===== src/rtl/trig_param_seq_pkg.sv =====
package trig_param_seq_pkg;
  parameter int FREQ_W  = 32;
  parameter int AMP_W   = 14;
  parameter int PHASE_W = 14;

  typedef struct packed {
    logic [FREQ_W-1:0]  freq;
    logic [AMP_W-1:0]   amp;
    logic [PHASE_W-1:0] phase;
  } wave_set_t;

  localparam int SET_W = $bits(wave_set_t);
endpackage


===== src/rtl/trig_sync_edge.sv =====
module trig_sync_edge #(
  parameter int STAGES = 2
) (
  input  logic clk,
  input  logic rst_n,
  input  logic async_i,
  output logic rise_o
);
  logic [STAGES-1:0] sync_q;
  logic [STAGES-1:0] sync_d;
  logic              prev_q;

  // synchronizer chain
  always_comb begin
    sync_d[0] = async_i;
    for (int i = 1; i < STAGES; i++) sync_d[i] = sync_q[i-1];
  end

  always_ff @(posedge clk or negedge rst_n) begin
    if (!rst_n) begin
      sync_q <= '0;
      prev_q <= 1'b0;
    end else begin
      sync_q <= sync_d;
      prev_q <= sync_q[STAGES-1];
    end
  end

  assign rise_o = sync_q[STAGES-1] & ~prev_q;
endmodule


===== src/rtl/param_table.sv =====
module param_table
  import trig_param_seq_pkg::*;
#(
  parameter int DEPTH = 16,
  parameter int AW    = 4
) (
  input  logic          clk,
  input  logic          wr_en,
  input  logic [AW-1:0] wr_addr,
  input  wave_set_t     wr_data,
  input  logic [AW-1:0] rd_addr,
  output wave_set_t     rd_data
);
  wave_set_t mem_q [DEPTH];

  // storage array: no reset, written only by the loader
  always_ff @(posedge clk) begin
    if (wr_en) mem_q[wr_addr] <= wr_data;
  end

  assign rd_data = mem_q[rd_addr];
endmodule


===== src/rtl/step_ctrl.sv =====
module step_ctrl
  import trig_param_seq_pkg::*;
#(
  parameter int DEPTH = 16,
  parameter int AW    = 4
) (
  input  logic          clk,
  input  logic          rst_n,
  input  logic          remote_en,
  input  logic          edge_i,
  input  logic          restart_i,
  input  logic          len_we_i,
  input  logic [AW-1:0] len_last_i,
  input  wave_set_t     rd_data_i,
  input  logic          out_ready_i,
  output logic [AW-1:0] idx_o,
  output logic          pend_o,
  output logic          out_valid_o,
  output logic [AW-1:0] out_index_o,
  output wave_set_t     out_data_o
);
  localparam logic [AW-1:0] LAST_MAX = AW'(DEPTH - 1);

  logic [AW-1:0] idx_q, idx_d;
  logic [AW-1:0] last_q, last_d;
  logic          pend_q, pend_d;
  logic          valid_q, valid_d;
  logic [AW-1:0] oidx_q;
  wave_set_t     odata_q;
  logic          slot_free, want, fire;

  always_comb begin
    slot_free = !valid_q || out_ready_i;
    want      = remote_en && !restart_i && (edge_i || pend_q);
    fire      = want && slot_free;

    if (fire)             valid_d = 1'b1;
    else if (out_ready_i) valid_d = 1'b0;
    else                  valid_d = valid_q;

    if (!remote_en) pend_d = 1'b0;
    else if (fire)  pend_d = edge_i && pend_q;
    else            pend_d = pend_q || edge_i;

    if (restart_i)            idx_d = '0;
    else if (fire)            idx_d = (idx_q >= last_q) ? '0 : idx_q + 1'b1;
    else                      idx_d = idx_q;

    if (len_we_i) last_d = (len_last_i > LAST_MAX) ? LAST_MAX : len_last_i;
    else          last_d = last_q;
  end

  always_ff @(posedge clk or negedge rst_n) begin
    if (!rst_n) begin
      idx_q   <= '0;
      last_q  <= LAST_MAX;
      pend_q  <= 1'b0;
      valid_q <= 1'b0;
    end else begin
      idx_q   <= idx_d;
      last_q  <= last_d;
      pend_q  <= pend_d;
      valid_q <= valid_d;
    end
  end

  // update payload, loaded only when a step is issued
  always_ff @(posedge clk or negedge rst_n) begin
    if (!rst_n) begin
      oidx_q  <= '0;
      odata_q <= '0;
    end else if (fire) begin
      oidx_q  <= idx_q;
      odata_q <= rd_data_i;
    end
  end

  assign idx_o       = idx_q;
  assign pend_o      = pend_q;
  assign out_valid_o = valid_q;
  assign out_index_o = oidx_q;
  assign out_data_o  = odata_q;
endmodule


===== src/rtl/trig_param_seq.sv =====
module trig_param_seq
  import trig_param_seq_pkg::*;
#(
  parameter int DEPTH       = 16,
  parameter int SYNC_STAGES = 2,
  parameter int AW          = (DEPTH > 1) ? $clog2(DEPTH) : 1
) (
  input  logic               clk,
  input  logic               rst_n,
  input  logic               remote_en,
  input  logic               trig_in,
  input  logic               ld_we,
  input  logic [AW-1:0]      ld_addr,
  input  logic [FREQ_W-1:0]  ld_freq,
  input  logic [AMP_W-1:0]   ld_amp,
  input  logic [PHASE_W-1:0] ld_phase,
  input  logic               ld_len_we,
  input  logic [AW-1:0]      ld_last,
  input  logic               ld_done,
  input  logic               upd_ready,
  output logic               upd_valid,
  output logic [AW-1:0]      upd_index,
  output logic [FREQ_W-1:0]  upd_freq,
  output logic [AMP_W-1:0]   upd_amp,
  output logic [PHASE_W-1:0] upd_phase
);
  logic          trig_edge;
  logic          pend_flag;
  logic [AW-1:0] next_idx;
  wave_set_t     wr_set, rd_set, out_set;

  assign wr_set = '{freq: ld_freq, amp: ld_amp, phase: ld_phase};

  trig_sync_edge #(.STAGES(SYNC_STAGES)) u_sync (
    .clk     (clk),
    .rst_n   (rst_n),
    .async_i (trig_in),
    .rise_o  (trig_edge)
  );

  param_table #(.DEPTH(DEPTH), .AW(AW)) u_table (
    .clk     (clk),
    .wr_en   (ld_we),
    .wr_addr (ld_addr),
    .wr_data (wr_set),
    .rd_addr (next_idx),
    .rd_data (rd_set)
  );

  step_ctrl #(.DEPTH(DEPTH), .AW(AW)) u_ctrl (
    .clk         (clk),
    .rst_n       (rst_n),
    .remote_en   (remote_en),
    .edge_i      (trig_edge),
    .restart_i   (ld_done),
    .len_we_i    (ld_len_we),
    .len_last_i  (ld_last),
    .rd_data_i   (rd_set),
    .out_ready_i (upd_ready),
    .idx_o       (next_idx),
    .pend_o      (pend_flag),
    .out_valid_o (upd_valid),
    .out_index_o (upd_index),
    .out_data_o  (out_set)
  );

  assign upd_freq  = out_set.freq;
  assign upd_amp   = out_set.amp;
  assign upd_phase = out_set.phase;
endmodule


===== config.mk =====
export PLATFORM = sky130hd
export DESIGN_NAME = trig_param_seq
export DESIGN_NICKNAME = d
export VERILOG_FILES = /design/src/rtl/trig_param_seq_pkg.sv /design/src/rtl/trig_sync_edge.sv /design/src/rtl/param_table.sv /design/src/rtl/step_ctrl.sv /design/src/rtl/trig_param_seq.sv
export SDC_FILE = /design/constraint.sdc
export NUM_CORES = 1
export LEC_CHECK = 0
export CAP_MARGIN = 20
export CORE_MARGIN = 10
export CORE_UTILIZATION = 33
export DETAILED_ROUTE_END_ITERATION = 10
export PLACE_DENSITY_LB_ADDON = 0.1
export SETUP_SLACK_MARGIN = 0.2
export SYNTH_ARGS = -nofsm -noshare
export SYNTH_HDL_FRONTEND = slang
export SYNTH_SLANG_ARGS = --single-unit

===== constraint.sdc =====
create_clock -name clk -period 2.5 [get_ports clk]
set_input_delay 0.625 -clock clk [delete_from_list [all_inputs] [get_ports clk]]
set_output_delay 0.625 -clock clk [all_outputs]
set_load 0.05 [all_outputs]

# Yosys cells after proc, flatten, opt, wreduce, memory -nomap -nowiden
# Memory sizes are Yosys's and may differ from the RTL's. A register that Yosys moved wholly into a read port is not among the register bits.
# Cells that the tools add are included.
# Widths: inputs -> output; s select.
dict set report totals {
  register_bits 17
  ram_bits 960
  out_inout_bits 65
  memories 1
}
dict set report classes {
  addsub 1
  n_lt_le_gt_ge 2
  muxes 10
  n_bitwise 2
  n_reduce_logical 11
}
# memory words word_bits read_ports rd_ports_with_merged_regs write_ports line
set mem_list {}
lappend mem_list {u_table.mem_q 16 60 1 1 1 param_table.sv:14} ;# wave_set_t mem_q [DEPTH];
# operator n
set op_table {}
lappend op_table {{$mux 4} 4}
lappend op_table {{$mux 1} 6}
lappend op_table {{$add 4x1->4 const B} 1}
lappend op_table {{$ge 4x4->1} 1}
lappend op_table {{$gt 4x4->1 const B} 1}
lappend op_table {{$logic_and 1x1->1} 4}
lappend op_table {{$reduce_bool 2->1} 2}
lappend op_table {{$logic_not 1->1} 3}
lappend op_table {{$logic_or 1x1->1} 2}
lappend op_table {{$and 1x1->1} 1}
lappend op_table {{$not 1->1} 1}

# Longest topological paths before layout
dict set report depth {
  word_depth 7
  depth_mapped 9
}

# Hierarchy
# From an unflattened synthesis, not the netlist that was laid out.
dict set report unflattened {
  hier_cells 1683
  hier_area_um2 38979.9
}
# module n_inst cells_each area_per_inst_um2 seq_area_each_um2
set by_module_without_submodules {}
lappend by_module_without_submodules {param_table 1 1488 35889.4 28827.6}
lappend by_module_without_submodules {step_ctrl 1 191 3001.6 1856.8}
lappend by_module_without_submodules {trig_sync_edge 1 4 88.8 75.1}

# Worst setup path after synthesis
# No wires, ideal clock.
dict set report synth_path {
  path_kind {input port to flip-flop}
  from {input port ld_addr[2]}
  to {memory u_table.mem_q[0][0] (netlist bit) (enable)}
  setup_time_ns 0.552
  arrival_ns 5.220
  t_required_ns 1.948
  setup_slack_ns -3.273
  stages 2
  path_buffers 0
  cell_sequence {or3b_2 nor3_1}
}
# element line
set synth_rtl {}
lappend synth_rtl {{start: declaration} trig_param_seq.sv:13} ;# input logic [AW-1:0] ld_addr,
lappend synth_rtl {{end: declaration} param_table.sv:14}
# Straight into the memory's write port.

# Worst setup path in the final report
dict set report layout_path {
  from {register, netlist name u_ctrl.out_data_o[23]}
  to {output port upd_amp[9]}
}
# element line
set layout_rtl {}
lappend layout_rtl {{end: declaration} trig_param_seq.sv:24} ;# output logic [AMP_W-1:0] upd_amp,
# No word-level cell between the ends.

==> results.toml <==
[setup_path]
cpPeakStageDelay_ns = 0.52
arrival_ns = 1.60
rrSetupSlack_ns = 0.33
critPathBufInv = 1
worstPathMaxFanout = 2
crit_type = "reg -> out"
crit_required_ns = 1.88
endpoint_kind = "output port"
r2r_cells = 5
critical_path.top_delay_family = "buffers and inverters"
cpMaxStageDelayCell = "clkdlybuf4s15_1"
startpoint_type = "register"
rr_endpoint = "u_ctrl.out_data_o[22]$_DFFE_PN0P_"
crit_chain = "clkdlybuf4s15_1"
worstReg2RegStart = "u_ctrl.idx_o[1]$_DFFE_PN0P_"

[global_route]
grt_max_degree = 69
grt_usage_pct = 14.88
grt_pass1_wl_um = 145500
grt_overflow = 0
first_global_vias = 20290
antenna_found_initial = 3

[hold_path]
hold_path_depth = 0
worst_hold_path.endpoint = "u_sync.sync_q[1]$_DFF_PN0_"
min_path_type = "reg -> reg"
hold_start = "u_sync.sync_q[0]$_DFF_PN0_"

[clock_tree]
cts_max_level = 3
root_buffer = "clkbuf_16"
cts_tree = "yes"
clkSlewWorstSetupHoldPaths_ns = 0.06
insertion_delay_ns = 0.69
cts_buffers = 115
cts_sinks = 1037
cts_max_path_buffers = 3

[finish]
layout.cells.most_common = "edfxtp_1"
final_util_pct = 40.65
drive_above_1_share_pct = 28.40
nNetsFinal = 2103
area_growth_pct = 22.46
layout_common_cells = "edfxtp_1 (960), mux4_2 (238), clkbuf_16 (117)"

[route]
firstDrtPassIters = 5
vias = 18440
drc = 0
ant_nets = 0
vias_per_cell = 5.039
wl_per_cell_um = 26.74
drtIter0Drc = 1289
wirelength_um = 97880

[logic_synthesis]
syn-cell-area_um2 = 39150
synth_top_area_cell = "edfxtp_1"
synth_top_family_by_area = "multiplexers"
synth_edf_count = 960
synth-compound-area-share_pct = 2.883
synth-adder-area-share_pct = 0.1854
synth-seq-cells = 1037
syn_nets = 1791
syn_inst = 1710
async_reset_ff_share_pct = 7.425
ys_seq_area_share_pct = 78.58
synth-simple-area-share_pct = 1.442
ys_types = 47
synthFlopType = "edfxtp_1"
ys_warn_count = 0
synthMuxAreaShare_pct = 15.39
synth_top_area_share_pct = 73.64
ys_top_cells_by_area = "edfxtp_1 (74%), mux4_2 (14%), dfrtp_1 (4.7%), mux2i_1 (1.5%), a221oi_1 (0.98%)"
syn_area_per_cell_um2 = 22.89
synthXorXnorAreaFrac_pct = 0

[floorplanning]
num_io_pins = 141
chipHeight_um = 364.4
initial_core_util_pct = 33.20
die_x_um = 364.4
placementRows = 126
fp.dieArea_um2 = 132800
core-area_um2 = 117900

[sta]
hold_viol_final = 0
setup_viol = 0
worst_pin_slew_ns = 0.7336
setup_ws_ns = 0.2793
fin_crit_sh_pct = 88.83
hold_ws_ns = 0.3510
grt_setup_unrepaired = "no"
fin_crit_ns = 2.221
maxSlewViolCount = 0
fin_skew_ns = 0.03414
max_freq_ghz = 0.4503
slew_headroom_pct = 50.94

[power_and_ir_drop]
peakVddDrop_mv = 0.5471
p_total_uw = 39660
leakagePower_uw = 0.01503
power_density_nw_per_um2 = 827.4

[place]
place_congestion = 0.7108
io_buffers = 140
hpwl_um = 62080
dpl_worst_slack_ns = -0.05720

[flow_run]
max-cap-violations = 0

[outcome]
status = "finished clean"
-- synthesized netlist by cell type, types with 2 or more instances --
library cell,count
a2111oi_0,4
a2111oi_1,4
a2111oi_2,9
a211oi_1,16
a21o_1,2
a21oi_1,2
a221oi_1,44
and2_0,2
and2_1,16
buf_1,13
buf_2,25
buf_4,10
buf_6,18
clkbuf_1,27
dfrtp_1,73
dfstp_2,4
edfxtp_1,960
ha_1,5
inv_1,4
mux2i_1,60
mux4_1,2
mux4_2,238
nand2_1,11
nand2b_1,5
nand3_1,2
nand3b_1,2
nor2_1,75
nor2b_1,3
nor3_1,4
o211ai_1,3
o21ai_0,7
o22ai_1,44
or2_2,2
-- state kept, by name (all words and copies together), names as in the netlist --
register            count
u_sync.prev_q           1
u_ctrl.pend_o           1
u_table.mem_q         960
u_ctrl.out_valid_o      1
u_sync.sync_q           2
u_ctrl.last_q           4
u_ctrl.out_data_o      60
u_ctrl.idx_o            4
u_ctrl.out_index_o      4
-- power by group --
group,switching [uW],internal (uW)
logic,2130,985
registers,345,19600
clock network,6680,9900
-- final cells by class --
class | instances | area, um2
Timing Repair Buffer | 289 | 3501
Clock inverter | 59 | 611.8
Sequential cell | 1037 | 30770
Tap cell | 1536 | 1922
Fill cell | 10350 | 69980
Inverter | 6 | 22.52
Multi-Input combinational cell | 573 | 7989
Clock buffer | 159 | 3115
Antenna cell | 1 | 2.502
-- metal layers --
metal / wire (um) / track usage (%)
met5: 13 / 0
met4: 1726 / 3.828
met2: 48520 / 24.78
met1: 43330 / 20.12
met3: 4290 / 2.577
-- metrics by stage --
stage / setup TNS [ns] / cells / instance area (um2)
2_1_floorplan: -199.30 / 1710 / 39290
3_3_place_gp: -1.158 / 3439 / 44250
3_5_place_dp: -2.512 / 3439 / 44250
4_1_cts: 0 / 3658 / 47960
5_1_grt: 0 / 3660 / 47940
6_report: 0 / 3660 / 47940
-- repair_timing --
| action | CTS | global route |
|---|---|---|
| hold buffers | 1 | 0 |
| buffers inserted | 0 | 1 |
| gates resized for setup | 102 | 14 |
| setup endpoints to repair | 65 | 14 |
| gates cloned | 0 | 0 |
| hold endpoints to repair | 21 | 0 |
-- worst max path at each step --
stage                                     endpoint  cells after the start                               from  slack (ns)
global route                          upd_freq[19]                      1  u_ctrl.out_data_o[47]$_DFFE_PN0P_        0.20
finish                                  upd_amp[9]                      1  u_ctrl.out_data_o[23]$_DFFE_PN0P_        0.28
CTS                                   upd_phase[3]                      1   u_ctrl.out_data_o[3]$_DFFE_PN0P_        0.02
floorplan            u_table.mem_q[0][0]$_DFFE_PP_                      2                         ld_addr[2]       -0.50
detailed placement  u_table.mem_q[0][42]$_DFFE_PP_                      5                              ld_we       -0.06
global placement    u_table.mem_q[0][50]$_DFFE_PP_                      5                              ld_we       -0.04
-- logic make-up (layout without fill, tap and decap cells) --
logic type                 Yosys count  after routing
AOI/OAI and AO/OA                  141            141
adders and majority gates            6              6
buffers and inverters              100            513
DFF                               1037           1037
muxes                              301            301
other                                0              1
and+or+nand+nor                    125            125
(Power assumes the default switching activity.)
